===== config.mk =====
export PLATFORM = sky130hd
export DESIGN_NAME = nand_hamming_ecc
export DESIGN_NICKNAME = d
export VERILOG_FILES = /design/src/rtl/ecc_pkg.sv /design/src/rtl/ecc_ctrl.sv /design/src/rtl/ecc_datapath.sv /design/src/rtl/ecc_classify.sv /design/src/rtl/nand_hamming_ecc.sv
export SDC_FILE = /design/constraint.sdc
export NUM_CORES = 1
export LEC_CHECK = 0
export BUFFER_PORTS_ARGS = -buffer_cell sky130_fd_sc_hd__buf_2
export CAP_MARGIN = 20
export CORE_MARGIN = 3
export CORE_UTILIZATION = 34
export DETAILED_ROUTE_END_ITERATION = 7
export SYNTH_ARGS = -nofsm -noshare
export SYNTH_HDL_FRONTEND = slang
export SYNTH_SLANG_ARGS = --single-unit

===== constraint.sdc =====
create_clock -name clk -period 11.6 [get_ports clk]
set_input_delay 3.48 -clock clk [delete_from_list [all_inputs] [get_ports clk]]
set_output_delay 3.48 -clock clk [all_outputs]
set_load 0.05 [all_outputs]

===== src/rtl/ecc_pkg.sv =====
package ecc_pkg;
  localparam int BIT_IDX_W = 3;
  localparam int OFFSET_W  = 9;
  localparam int HALF_W    = BIT_IDX_W + OFFSET_W;
  localparam int CODE_W    = 2 * HALF_W;

  typedef enum logic [1:0] {
    VERD_CLEAN    = 2'd0,
    VERD_DATA_FIX = 2'd1,
    VERD_CODE_HIT = 2'd2,
    VERD_UNCORR   = 2'd3
  } verdict_e;

  typedef struct packed {
    logic                clear;
    logic                accept;
    logic [OFFSET_W-1:0] offset;
  } ecc_strobe_t;
endpackage


===== src/rtl/ecc_ctrl.sv =====
module ecc_ctrl
  import ecc_pkg::*;
#(
  parameter int SECTOR_BYTES = 512
) (
  input  logic        clk,
  input  logic        rstN,
  input  logic        start,
  input  logic        take,
  input  logic        inValid,
  output ecc_strobe_t strobe,
  output logic        done
);
  localparam logic [OFFSET_W-1:0] LAST_OFFSET = OFFSET_W'(SECTOR_BYTES - 1);

  logic [OFFSET_W-1:0] offset;

  assign strobe.clear  = start | (take & done);
  assign strobe.accept = inValid & ~done & ~strobe.clear;
  assign strobe.offset = offset;

  always_ff @(posedge clk or negedge rstN) begin
    if (!rstN) begin
      offset <= '0;
      done   <= 1'b0;
    end else if (strobe.clear) begin
      offset <= '0;
      done   <= 1'b0;
    end else if (strobe.accept) begin
      if (offset == LAST_OFFSET) done <= 1'b1;
      else                       offset <= offset + 1'b1;
    end
  end

  // a clear leaves the counter idle and the result withdrawn
  p_clear_resets_r1: assert property (@(posedge clk) disable iff (!rstN)
    strobe.clear |=> (!done && offset == '0));

  // completion only follows an accepted byte
  p_done_after_accept_r2: assert property (@(posedge clk) disable iff (!rstN)
    $rose(done) |-> $past(strobe.accept));

  // a finished sector holds until cleared
  p_hold_when_done_r2: assert property (@(posedge clk) disable iff (!rstN)
    (done && !strobe.clear) |=> (done && $stable(offset)));
endmodule


===== src/rtl/ecc_datapath.sv =====
module ecc_datapath
  import ecc_pkg::*;
(
  input  logic              clk,
  input  logic              rstN,
  input  ecc_strobe_t       strobe,
  input  logic [7:0]        inByte,
  output logic [CODE_W-1:0] codeOut
);
  logic [HALF_W-1:0] oddPar, evenPar;
  logic [HALF_W-1:0] oddStep, evenStep;
  logic              rowPar;

  assign rowPar = ^inByte;

  // bit-index lines: parity of the byte's bits split by position
  genvar j;
  generate
    for (j = 0; j < BIT_IDX_W; j++) begin : g_col
      always_comb begin
        oddStep[j]  = 1'b0;
        evenStep[j] = 1'b0;
        for (int i = 0; i < 8; i++) begin
          if (((i >> j) & 1) == 1) oddStep[j]  = oddStep[j]  ^ inByte[i];
          else                     evenStep[j] = evenStep[j] ^ inByte[i];
        end
      end
    end
    // byte-address lines: whole-byte parity steered by the offset bit
    for (j = BIT_IDX_W; j < HALF_W; j++) begin : g_row
      assign oddStep[j]  = rowPar &  strobe.offset[j-BIT_IDX_W];
      assign evenStep[j] = rowPar & ~strobe.offset[j-BIT_IDX_W];
    end
  endgenerate

  always_ff @(posedge clk or negedge rstN) begin
    if (!rstN) begin
      oddPar  <= '0;
      evenPar <= '0;
    end else if (strobe.clear) begin
      oddPar  <= '0;
      evenPar <= '0;
    end else if (strobe.accept) begin
      oddPar  <= oddPar  ^ oddStep;
      evenPar <= evenPar ^ evenStep;
    end
  end

  assign codeOut = ~{oddPar, evenPar};

  // a clear returns the code to the erased value
  p_clear_erased_r1: assert property (@(posedge clk) disable iff (!rstN)
    strobe.clear |=> (codeOut == {CODE_W{1'b1}}));

  // no accepted byte, no change
  p_idle_stable_r10: assert property (@(posedge clk) disable iff (!rstN)
    (!strobe.accept && !strobe.clear) |=> $stable(codeOut));
endmodule


===== src/rtl/ecc_classify.sv =====
module ecc_classify
  import ecc_pkg::*;
#(
  parameter int SECTOR_BYTES = 512
) (
  input  logic                 clk,
  input  logic                 rstN,
  input  logic [CODE_W-1:0]    codeIn,
  input  logic [CODE_W-1:0]    storedCode,
  output verdict_e             verdict,
  output logic [OFFSET_W-1:0]  errByte,
  output logic [BIT_IDX_W-1:0] errBit
);
  logic [CODE_W-1:0]   syn;
  logic [OFFSET_W-1:0] synByte;
  logic                halvesFlip;

  assign syn        = storedCode ^ codeIn;
  assign synByte    = syn[CODE_W-1 -: OFFSET_W];
  assign halvesFlip = ((syn[CODE_W-1:HALF_W] ^ syn[HALF_W-1:0]) == {HALF_W{1'b1}});

  always_comb begin
    verdict = VERD_UNCORR;
    errByte = '0;
    errBit  = '0;
    if (syn == '0) begin
      verdict = VERD_CLEAN;
    end else if (halvesFlip && (32'(synByte) < SECTOR_BYTES)) begin
      verdict = VERD_DATA_FIX;
      errByte = synByte;
      errBit  = syn[HALF_W +: BIT_IDX_W];
    end else if ($onehot(syn)) begin
      verdict = VERD_CODE_HIT;
    end
  end

  // a clean verdict means the two codes agree
  p_clean_match_r5: assert property (@(posedge clk) disable iff (!rstN)
    (verdict == VERD_CLEAN) |-> (storedCode == codeIn));

  // a code hit differs from the stored code in one bit
  p_code_hit_one_r7: assert property (@(posedge clk) disable iff (!rstN)
    (verdict == VERD_CODE_HIT) |-> ($countones(storedCode ^ codeIn) == 1));

  // the location is zero outside a data fix
  p_loc_zero_r11: assert property (@(posedge clk) disable iff (!rstN)
    (verdict != VERD_DATA_FIX) |-> (errByte == '0 && errBit == '0));
endmodule


===== src/rtl/nand_hamming_ecc.sv =====
module nand_hamming_ecc
  import ecc_pkg::*;
#(
  parameter int SECTOR_BYTES = 512
) (
  input  logic                 clk,
  input  logic                 rstN,
  input  logic                 start,
  input  logic                 take,
  input  logic                 inValid,
  input  logic [7:0]           inByte,
  input  logic [CODE_W-1:0]    storedCode,
  output logic                 done,
  output logic [CODE_W-1:0]    code,
  output logic [1:0]           verdict,
  output logic [OFFSET_W-1:0]  errByte,
  output logic [BIT_IDX_W-1:0] errBit
);
  ecc_strobe_t strobe;
  verdict_e    verdictE;

  ecc_ctrl #(.SECTOR_BYTES(SECTOR_BYTES)) u_ctrl (
    .clk(clk), .rstN(rstN), .start(start), .take(take),
    .inValid(inValid), .strobe(strobe), .done(done)
  );

  ecc_datapath u_dp (
    .clk(clk), .rstN(rstN), .strobe(strobe), .inByte(inByte), .codeOut(code)
  );

  ecc_classify #(.SECTOR_BYTES(SECTOR_BYTES)) u_cls (
    .clk(clk), .rstN(rstN), .codeIn(code), .storedCode(storedCode),
    .verdict(verdictE), .errByte(errByte), .errBit(errBit)
  );

  assign verdict = verdictE;
endmodule


==> flow_metrics.py, run 1 <==
metrics = {
    "global_routing": {
        "antenna_found_initial": 0,
        "vias_in_the_first_global_route": 2816,
        "grt_first_pass_wirelength_mm": 13.40,
        "gr-usage-all-layers": 0.1507,
        "globalRouteOverflowTotal": 0,
        "grt_start_max_net_pins": 37,
    },
    "sta": {
        "setup_ws_post_layout_ps": 216.1,
        "finalHoldViolCount": 0,
        "max-slew-margin-rel": 0.4760,
        "grt_setup_unrepaired": "false",
        "fin_crit_ps": 11380,
        "max_clock_freq_mhz": 87.84,
        "final_max_tran_viols": 0,
        "timing.final.crit_share": 0.9814,
        "worst_clock_skew_ps": 7.458,
        "worst_pin_slew_ps": 786.0,
        "timing.final.setup_violations": 0,
    },
    "outcome": {
        "run_status": "finished, final reports clean",
    },
    "finish": {
        "seq_area_sq_um": 850.8,
        "finish.cell_count_without_fillers": 595,
        "layout.cells.most_common_list": "77 x inv_1, 74 x buf_2, 34 x dfrtp_1, 31 x ha_1, 28 x a21oi_1",
        "most_common_cell_after_layout_fill_and_taps_aside": "inv_1",
        "antenna_cells_inserted": 0,
        "layout.core_utilization": 0.4468,
        "final_net_count": 553,
        "fillerInstances": 937,
        "multi_input_comb_area_sq_mm": 0.002170,
        "layout.cell_area.non_filler_sq_mm": 0.004148,
        "layout-drive-gt1-share": 0.2704,
        "layout-area-overhead-vs-synth_pct": 27.35,
    },
    "worst_setup_path": {
        "cp_class": "input port to output port",
        "cpMostUsedCell": "fa_1",
        "critical_path_required_ps": 8120,
        "arrival_ps": 7900,
        "ff2ff_setup_slack_ps": 9510,
        "setup.worst_path.start_class": "input port",
        "worst_path_maximum_fanout": 3,
        "cp_cell_sequence": "buf_2 > xor2_2 > buf_4 > ha_1 > inv_1 > fa_1 > fa_2 > inv_1 > fa_2 > fa_1 > fa_1 > ha_1 > a21o_1 > a21oi_1 > xor2_1 > a41oi_2 > buf_6",
        "worst_path_bufs_invs": 5,
        "cpPeakStageDelay_ps": 570,
        "cpMaxStageDelayCell": "fa_2",
        "worst_path_dominant_cell_family": "adder cells",
        "critical_path.endpoint_type": "output port",
    },
    "pwr": {
        "power.total_mw": 1.150,
        "max-vdd-ir-drop_v": 0.0003777,
        "total_power_divided_by_cell_area_mw_per_mm2": 277.2,
        "power.leakage_nw": 2.042,
    },
    "synthesis": {
        "synthMuxAreaShare": 0,
        "synth-compound-area-share": 0.09912,
        "post_synth_and_or_nand_nor_area_fraction": 0.1272,
        "yosysUniqueCellTypes": 30,
        "mappedNetlistArea_sq_mm": 0.003257,
        "synth_fa_ha_area_frac": 0.2397,
        "synth.ff_latch_count": 34,
        "yosysWarningCount": 0,
        "synth_sequential_area_ratio": 0.2612,
        "synthesis.instances": 374,
        "avgSynthCellArea_sq_um": 8.708,
        "synthesis.nets": 462,
        "synth_xor_xnor_area_share": 0.1637,
        "synth_top_family_by_area": "adder cells",
    },
    "detailed_routing": {
        "detail_route.wirelength_mm": 8.055,
        "drc_errors": 0,
        "postRouteAntennaNets": 0,
        "firstDrtPassIters": 6,
        "routedWlPerCell_microns": 13.54,
        "routed-via-count": 2814,
        "vias_per_cell": 4.729,
        "drt-initial-drc-count": 93,
    },
    "clocking": {
        "worstSkewPairLatency_ps": 280,
        "root_buffer": "clkbuf_8",
        "htreeDepth": 2,
        "clk_transition_reported_paths_ps": 70,
        "clkSinkCount": 34,
        "clk_path_buf_depth": 2,
        "cts_made_buffers": 5,
        "hold_buffers": 0,
        "tritoncts": "built",
    },
    "floorplan": {
        "design.core.area_sq_mm": 0.009284,
        "die_area_sq_mm": 0.01079,
        "io_pins": 76,
        "die_width_microns": 103.9,
        "floorplan.initialDensity": 0.3508,
        "die_y_microns": 103.9,
        "fp-row-count": 35,
    },
    "placed_design": {
        "numPortBuffers": 75,
        "placed_area_sq_mm": 0.003870,
        "globalplace.congestion": 0.8716,
        "place_inst": 582,
        "place_ws_ps": -9.950,
        "hpwlAfterDp_mm": 6.498,
    },
    "run": {
        "drv.max_cap_violation_count": 0,
    },
    "min_path": {
        "min-delay-path-class": "flip-flop to flip-flop",
    },
}
## sequential cells by signal (all words and copies together), names as in the netlist
signal / count
u_ctrl.done: 1
u_dp.oddPar: 12
u_dp.evenPar: 12
u_ctrl.offset: 9
## worst register-to-register path: stages (launching register included)
cell and delay, ps:
dfrtp_1 480, ha_1 290, nand2_1 80, nor2_1 40, ha_1 230, nor2_1 450
nand4_1 190, xor2_1 170, nor2_1 50
## synthesized netlist by cell type
master,instances,area share
a21oi_1,28,0.043
and3_1,1,0.0019
ha_1,32,0.12
clkbuf_1,8,0.0092
inv_1,79,0.091
nand4b_1,1,0.0027
nand3_1,2,0.0031
o21ai_0,15,0.023
xnor2_1,29,0.078
o31ai_1,9,0.021
dfrtp_1,34,0.26
xor2_1,30,0.081
nor2b_1,1,0.0019
a31oi_1,1,0.0019
a41oi_1,1,0.0027
nand2_1,14,0.016
xnor2_2,1,0.0050
a21o_1,2,0.0046
nor3_1,2,0.0031
nor2_1,22,0.025
nor4_1,3,0.0058
or3_1,15,0.029
or4_1,10,0.023
nand2b_1,1,0.0019
o21ai_1,2,0.0031
buf_2,2,0.0031
fa_1,19,0.12
buf_1,2,0.0023
buf_6,1,0.0035
nand4_1,7,0.013
## final timing paths
path / startpoint / to / depth (start not counted)
worst min register to register: u_ctrl.done / u_ctrl.done / 2
min in group asynchronous: rstN / u_ctrl.done / 1
worst max register to register: u_ctrl.offset[0] / u_ctrl.offset[5] / 8
worst min-delay path: u_ctrl.done / u_ctrl.done / 2
worst max-delay path: storedCode[20] / verdict[0] / 17
max in group asynchronous: rstN / u_dp.oddPar[2] / 1
## per-layer routing
| metal | share of wire | GRT usage | wire length, microns |
|---|---|---|---|
| met5 | 0 | 0 | 0 |
| met4 | 0.021 | 0.04274 | 173 |
| met3 | 0.022 | 0.02048 | 181 |
| met2 | 0.54 | 0.2799 | 4329 |
| met1 | 0.42 | 0.1808 | 3371 |
## stage by stage
stage                     hold slack (ps)  setup TNS (ps)
after floorplan                     553.0               0
final                               567.4               0
after CTS                           566.4               0
after detailed placement            548.7          -9.950
after global routing                618.8               0
after global placement              541.8               0
## kinds of logic (layout without fill, tap and decap cells)
kind of cell,Yosys count,in the layout
xor gates and xnor gates,60,60
buffers and inverters,92,184
and+or+nand+nor,79,79
AOI/OAI and AO/OA,58,58
DFF,34,34
adders and majority gates,51,51
## area by class of cell
| class | count | share of cell area |
|---|---|---|
| sequential | 34 | 0.2051 |
| timing repair buffer | 97 | 0.1385 |
| tap | 129 | 0.03891 |
| clock inverter | 2 | 0.003017 |
| clock buffer | 6 | 0.01991 |
| multi-input combinational | 248 | 0.5231 |
| inverter | 79 | 0.07149 |
## power by group
part	internal [mW]	switching, mW	leakage [nW]	total [mW]
clock	0.0477	0.0429	0.0472	0.0905
sequential	0.128	0.0148	0.464	0.143
combinational	0.402	0.515	1.53	0.917
total	0.577	0.572	2.04	1.15
## repair_timing
action / 4_1_cts / 5_1_grt
setup buffers: 0 / 3
pin swaps: 0 / 10
endpoints found under the setup margin: 1 / 1
resized for setup: 1 / 22
Note: power is estimated with default switching activity, not from simulation.
==> run 2, diff against run 1 <==
CELL_PAD_IN_SITES_DETAIL_PLACEMENT = 0   (was unset)
CELL_PAD_IN_SITES_GLOBAL_PLACEMENT = 1   (was unset)
PLACE_DENSITY_LB_ADDON = 0.1   (was unset)
REMOVE_ABC_BUFFERS = 1   (was unset)
==> run 2 against run 1 <==
Non-clock buffer count shrank 5; largest power group unchanged; design area is essentially flat; critical endpoint unchanged; flip-flop and latch count is the same; fmax shrank 0.22%; cell count shrank 0.84%; combinational power shrank 14%; utilization is essentially flat; sequential share of layout area is essentially flat; clock power grew 50%; register-to-register slack lost 20 ps; first-iteration DRC count shrank 49%; count of clock-buffer cells in the layout shrank 1; critical path type unchanged.
==> flow_metrics.py, run 2 (synthesis results as in run 1) <==
metrics = {
    "pwr": {
        "share_comb_of_total_power": 0.740,
        "p_switching_mw": 0.5086,
        "pwr-share-clk": 0.128,
        "power.leakage_nw": 2.038,
        "switching_share": 0.4764,
        "max-vdd-ir-drop_v": 0.0002476,
        "p_seq_frac": 0.133,
        "cell_internal_pwr_mw": 0.5590,
        "total_power_divided_by_cell_area_mw_per_mm2": 257.5,
    },
    "min_path": {
        "min-delay-path-class": "flip-flop to flip-flop",
        "min_from": "u_ctrl.done",
    },
    "finish": {
        "layout-area-overhead-vs-synth_pct": 27.28,
        "reg.largest.list": "u_dp.evenPar: 12 flops, u_dp.oddPar: 12 flops, u_ctrl.offset: 9 flops",
        "antenna_cells_inserted": 0,
        "multi_input_comb_area_sq_mm": 0.002193,
        "layout-drive-gt1-share": 0.2646,
        "most_common_cell_after_layout_fill_and_taps_aside": "inv_1",
        "layout.cells.most_common_list": "78 x inv_1, 74 x buf_2, 34 x dfrtp_1, 30 x ha_1, 28 x a21oi_1",
        "final_net_count": 548,
        "fillerInstances": 964,
        "seq_area_sq_um": 850.8,
    },
    "clocking": {
        "hold_buffers": 0,
        "clk_transition_reported_paths_ps": 80,
        "root_buffer": "clkbuf_8",
        "worstSkewPairLatency_ps": 290,
        "cts_made_buffers": 5,
        "htreeDepth": 2,
        "tritoncts": "built",
        "clk_path_buf_depth": 2,
        "clkSinkCount": 34,
    },
    "sta": {
        "finalHoldViolCount": 0,
        "tns_ps": 0,
        "timing.hold.ws_ps": 565.6,
        "worst_clock_skew_ps": 8.753,
        "timing.final.crit_share": 0.9835,
        "fin_crit_ps": 11410,
        "worst_pin_slew_ps": 852.1,
        "max-slew-margin-rel": 0.4320,
        "grt_setup_unrepaired": "false",
        "setup_ws_post_layout_ps": 191.3,
        "final_max_tran_viols": 0,
        "timing.final.setup_violations": 0,
        "max_clock_freq_mhz": 87.65,
    },
    "run": {
        "drv.max_cap_violation_count": 0,
    },
    "placed_design": {
        "numPortBuffers": 75,
        "place_ws_ps": 11.59,
        "hpwlAfterDp_mm": 6.460,
        "globalplace.congestion": 0.7684,
    },
    "detailed_routing": {
        "drc_errors": 0,
        "vias_per_cell": 4.500,
        "routed-via-count": 2655,
        "drt-initial-drc-count": 47,
        "postRouteAntennaNets": 0,
        "detail_route.wirelength_mm": 8.142,
        "routedWlPerCell_microns": 13.80,
        "firstDrtPassIters": 4,
    },
    "worst_setup_path": {
        "worst_path_maximum_fanout": 2,
        "crit_start": "storedCode[22]",
        "cp_class": "input port to output port",
        "worst_path_bufs_invs": 5,
        "critical_path.endpoint_type": "output port",
        "critical_path_required_ps": 8120,
        "arrival_ps": 7930,
        "cpMaxStageDelayCell": "fa_2",
        "cpPeakStageDelay_ps": 560,
        "setup.worst_path.start_class": "input port",
        "cp_cell_sequence": "buf_2 > xor2_2 > buf_4 > ha_1 > inv_1 > fa_2 > fa_2 > inv_1 > fa_1 > fa_2 > fa_1 > ha_2 > fa_1 > xor2_1 > nor3_1 > a41oi_1 > buf_4",
        "worst_path_dominant_cell_family": "adder cells",
        "r2r-start": "u_ctrl.offset[0]",
    },
    "global_routing": {
        "grt_first_pass_wirelength_mm": 13.63,
        "grt_start_max_net_pins": 37,
        "globalRouteOverflowTotal": 0,
        "antenna_found_initial": 0,
        "gr-usage-all-layers": 0.1572,
        "vias_in_the_first_global_route": 2674,
    },
    "floorplan": {
        "fp-row-count": 35,
        "design.core.area_sq_mm": 0.009284,
        "floorplan.initialDensity": 0.3508,
        "io_pins": 76,
        "die_width_microns": 103.9,
        "die_y_microns": 103.9,
        "die_area_sq_mm": 0.01079,
    },
    "outcome": {
        "run_status": "finished, final reports clean",
    },
}
## run 2: changes by cell type in the layout (fill, tap and decap cells not counted), sizes merged
cell | previous run | this run
buf | 97 | 92
bufinv | 0 | 2
clkbuf | 6 | 5
clkinvlp | 1 | 0
## run 2: area by class of cell
class                   count  area share
clock buffers               5     0.01660
clock inverters             3     0.01660
inverters                  79     0.07154
multi-input cells         248      0.5291
flip-flops and latches     34      0.2053
well taps                 129     0.03894
repair buffers             92      0.1219
## run 2: path summary, 6_finish.rpt
check	end	slack (ps)	depth (start not counted)
min in group asynchronous	u_dp.oddPar[9]	3280	1
max in group asynchronous	u_dp.evenPar[3]	7780	1
min	u_ctrl.done	570	2
max reg2reg	u_ctrl.offset[5]	9490	8
min reg2reg	u_ctrl.done	570	2
max	verdict[0]	190	17
## run 2: power groups by stage
stage                     logic, mW  clock network [mW]  registers, mW
after global placement        0.776                   0          0.142
after floorplan               0.613                   0          0.139
final                         0.790               0.136          0.142
after global routing          0.909               0.146          0.144
after detailed placement      0.787                   0          0.142
after CTS                     0.791               0.139          0.140
## run 2: metal layers
metal	wire, microns	global-route usage
met5	0	0
met4	57	0.02849
met3	227	0.02545
met2	4166	0.2730
met1	3690	0.2089
## run 2: through the flow
stage / cells / util / total power [mW] / cell area [sq um]
3_3_place_gp: 581 / 0.4164 / 0.9178 / 3866
3_5_place_dp: 581 / 0.4164 / 0.9299 / 3866
4_1_cts: 589 / 0.4313 / 1.070 / 4004
5_1_grt: 590 / 0.4465 / 1.198 / 4145
6_report: 590 / 0.4465 / 1.068 / 4145
2_1_floorplan: 361 / - / 0.7519 / 3198
## run 2: worst register-to-register path, delay by kind of cell (launching register included)
| kind | cells | cell delay (ps) |
|---|---|---|
| and+or+nand+nor | 5 | 790 |
| xor gates and xnor gates | 1 | 150 |
| DFF | 1 | 490 |
| adders and majority gates | 2 | 540 |
## run 2: timing repair
action / CTS / global route
endpoints found under the setup margin: 0 / 1
gates resized for setup: 0 / 24
buffers inserted: 0 / 1
==> run 3, diff against run 2 <==
clock period = 12.64 ns   (was 11.6 ns; I/O delays follow)
==> run 3 against run 2 <==
Sequential share of layout area grew 1.1 points; critical path type unchanged; critical endpoint unchanged; routed wire length grew 1.6%; largest cell class unchanged; largest power group unchanged; non-clock buffer count shrank 10.
==> flow_metrics.py, run 3 (synthesis results as in run 1) <==
metrics = {
    "placed_design": {
        "numPortBuffers": 75,
        "hpwlAfterDp_mm": 6.535,
        "place_ws_ps": 328.4,
        "globalplace.congestion": 0.7811,
    },
    "finish": {
        "layout-area-overhead-vs-synth_pct": 21.01,
        "seq_area_sq_um": 850.8,
        "layout-drive-gt1-share": 0.2018,
        "layout.cells.most_common_list": "79 x inv_1, 75 x buf_2, 34 x dfrtp_1, 32 x ha_1, 30 x xor2_1",
        "fillerInstances": 1016,
        "multi_input_comb_area_sq_mm": 0.002062,
        "most_common_cell_after_layout_fill_and_taps_aside": "inv_1",
        "final_net_count": 538,
        "layout.core_utilization": 0.4245,
        "reg.largest.list": "u_dp.evenPar: 12 flops, u_dp.oddPar: 12 flops, u_ctrl.offset: 9 flops",
        "antenna_cells_inserted": 0,
    },
    "global_routing": {
        "grt_start_max_net_pins": 37,
        "globalRouteOverflowTotal": 0,
        "antenna_found_initial": 0,
        "gr-usage-all-layers": 0.1574,
        "grt_first_pass_wirelength_mm": 13.74,
        "vias_in_the_first_global_route": 2839,
    },
    "worst_setup_path": {
        "worst_path_dominant_cell_family": "adder cells",
        "critical_path.endpoint_type": "output port",
        "critical_path_required_ps": 8850,
        "cpMaxStageDelayCell": "fa_1",
        "cpPeakStageDelay_ps": 560,
        "cp_class": "input port to output port",
        "setup.worst_path.start_class": "input port",
        "worst_path_bufs_invs": 5,
        "cp_cell_sequence": "buf_2 > xor2_1 > inv_1 > ha_1 > fa_1 > inv_1 > fa_1 > fa_1 > fa_1 > inv_1 > fa_1 > ha_1 > fa_1 > xor2_1 > nor3_1 > a41oi_1 > buf_2",
        "arrival_ps": 8470,
        "cpMostUsedCell": "fa_1",
        "worst_path_maximum_fanout": 4,
    },
    "floorplan": {
        "die_width_microns": 103.9,
        "design.core.area_sq_mm": 0.009284,
        "die_area_sq_mm": 0.01079,
        "floorplan.initialDensity": 0.3508,
        "die_y_microns": 103.9,
        "io_pins": 76,
        "fp-row-count": 35,
    },
    "clocking": {
        "tritoncts": "built",
        "worstSkewPairLatency_ps": 290,
        "hold_buffers": 0,
        "htreeDepth": 2,
        "post_cts_setup_buffers": 0,
        "cts_made_buffers": 5,
        "post_cts_resize_count": 0,
        "clk_transition_reported_paths_ps": 80,
        "clk_path_buf_depth": 2,
        "clkSinkCount": 34,
        "root_buffer": "clkbuf_8",
    },
    "detailed_routing": {
        "drt-initial-drc-count": 53,
        "routed-via-count": 2634,
        "drc_errors": 0,
        "routedWlPerCell_microns": 14.27,
        "vias_per_cell": 4.541,
        "postRouteAntennaNets": 0,
        "firstDrtPassIters": 4,
        "detail_route.wirelength_mm": 8.274,
    },
    "sta": {
        "max-slew-margin-rel": 0.4030,
        "timing.hold.ws_ps": 572.1,
        "timing.final.crit_share": 0.9704,
        "finalHoldViolCount": 0,
        "worst_pin_slew_ps": 895.5,
        "setup_ws_post_layout_ps": 373.9,
        "max_clock_freq_mhz": 81.53,
        "grt_setup_unrepaired": "false",
        "final_max_tran_viols": 0,
        "worst_clock_skew_ps": 7.285,
        "fin_crit_ps": 12270,
        "tns_ps": 0,
        "timing.final.setup_violations": 0,
    },
    "run": {
        "drv.max_cap_violation_count": 0,
    },
    "outcome": {
        "run_status": "finished, final reports clean",
    },
    "min_path": {
        "min-delay-path-class": "flip-flop to flip-flop",
    },
    "pwr": {
        "power.leakage_nw": 1.957,
        "power.total_mw": 0.9634,
        "max-vdd-ir-drop_v": 0.0002045,
        "total_power_divided_by_cell_area_mw_per_mm2": 244.4,
    },
}
[run 3: cell types whose count changed in the layout (fill, tap and decap cells not counted), moves of 2 or more]
| cell | previous run | this run |
|---|---|---|
| buf_4 | 18 | 7 |
| fa_1 | 15 | 19 |
| fa_2 | 4 | 0 |
| ha_1 | 30 | 32 |
| ha_2 | 2 | 0 |
| xnor2_1 | 22 | 29 |
| xnor2_2 | 7 | 0 |
| xor2_1 | 23 | 30 |
| xor2_2 | 6 | 0 |
[run 3: stage by stage]
| step | cells | cell area, sq um |
|---|---|---|
| 6_report | 580 | 3941 |
| 5_1_grt | 580 | 3941 |
| 4_1_cts | 580 | 3941 |
| 3_5_place_dp | 572 | 3799 |
| 3_3_place_gp | 572 | 3799 |
| 2_1_floorplan | 361 | 3198 |
[run 3: power by group]
part / switching (mW) / total, mW / internal (mW)
combinational: 0.411 / 0.704 / 0.293
clock: 0.0465 / 0.131 / 0.0843
sequential: 0.0109 / 0.128 / 0.117
[run 3: final timing paths]
check                                      start  cells after the start               end  slack (ps)
worst max-delay path              storedCode[21]                     17        verdict[0]         370
worst min-delay path                 u_ctrl.done                      2       u_ctrl.done         570
worst max register to register  u_ctrl.offset[0]                      8  u_ctrl.offset[6]       10540
worst min register to register       u_ctrl.done                      2       u_ctrl.done         570
max in group asynchronous                   rstN                      1    u_dp.oddPar[5]        8490
min in group asynchronous                   rstN                      1    u_dp.oddPar[7]        3610
[run 3: worst register-to-register path, delay by kind of cell, from the launching register on]
kind | cells | cell delay, ps
XOR/XNOR | 1 | 170
adder cells (fa/ha/maj) | 2 | 540
flip-flops | 1 | 480
AND/OR/NAND/NOR | 5 | 780
[run 3: per-layer routing]
layer / GRT usage / share of wire / wire [microns]
met5: 0 / 0 / 0
met4: 0.03704 / 0.0099 / 82
met3: 0.02048 / 0.020 / 162
met2: 0.2767 / 0.51 / 4229
met1: 0.2060 / 0.46 / 3798
[run 3: area by class of cell]
cell class / instances / area share
clock buffer: 6 / 0.02095
clock inverter: 2 / 0.01524
inverter: 79 / 0.07524
multi-input combinational: 248 / 0.5232
sequential: 34 / 0.2159
tap: 129 / 0.04095
timing repair buffer: 82 / 0.1086
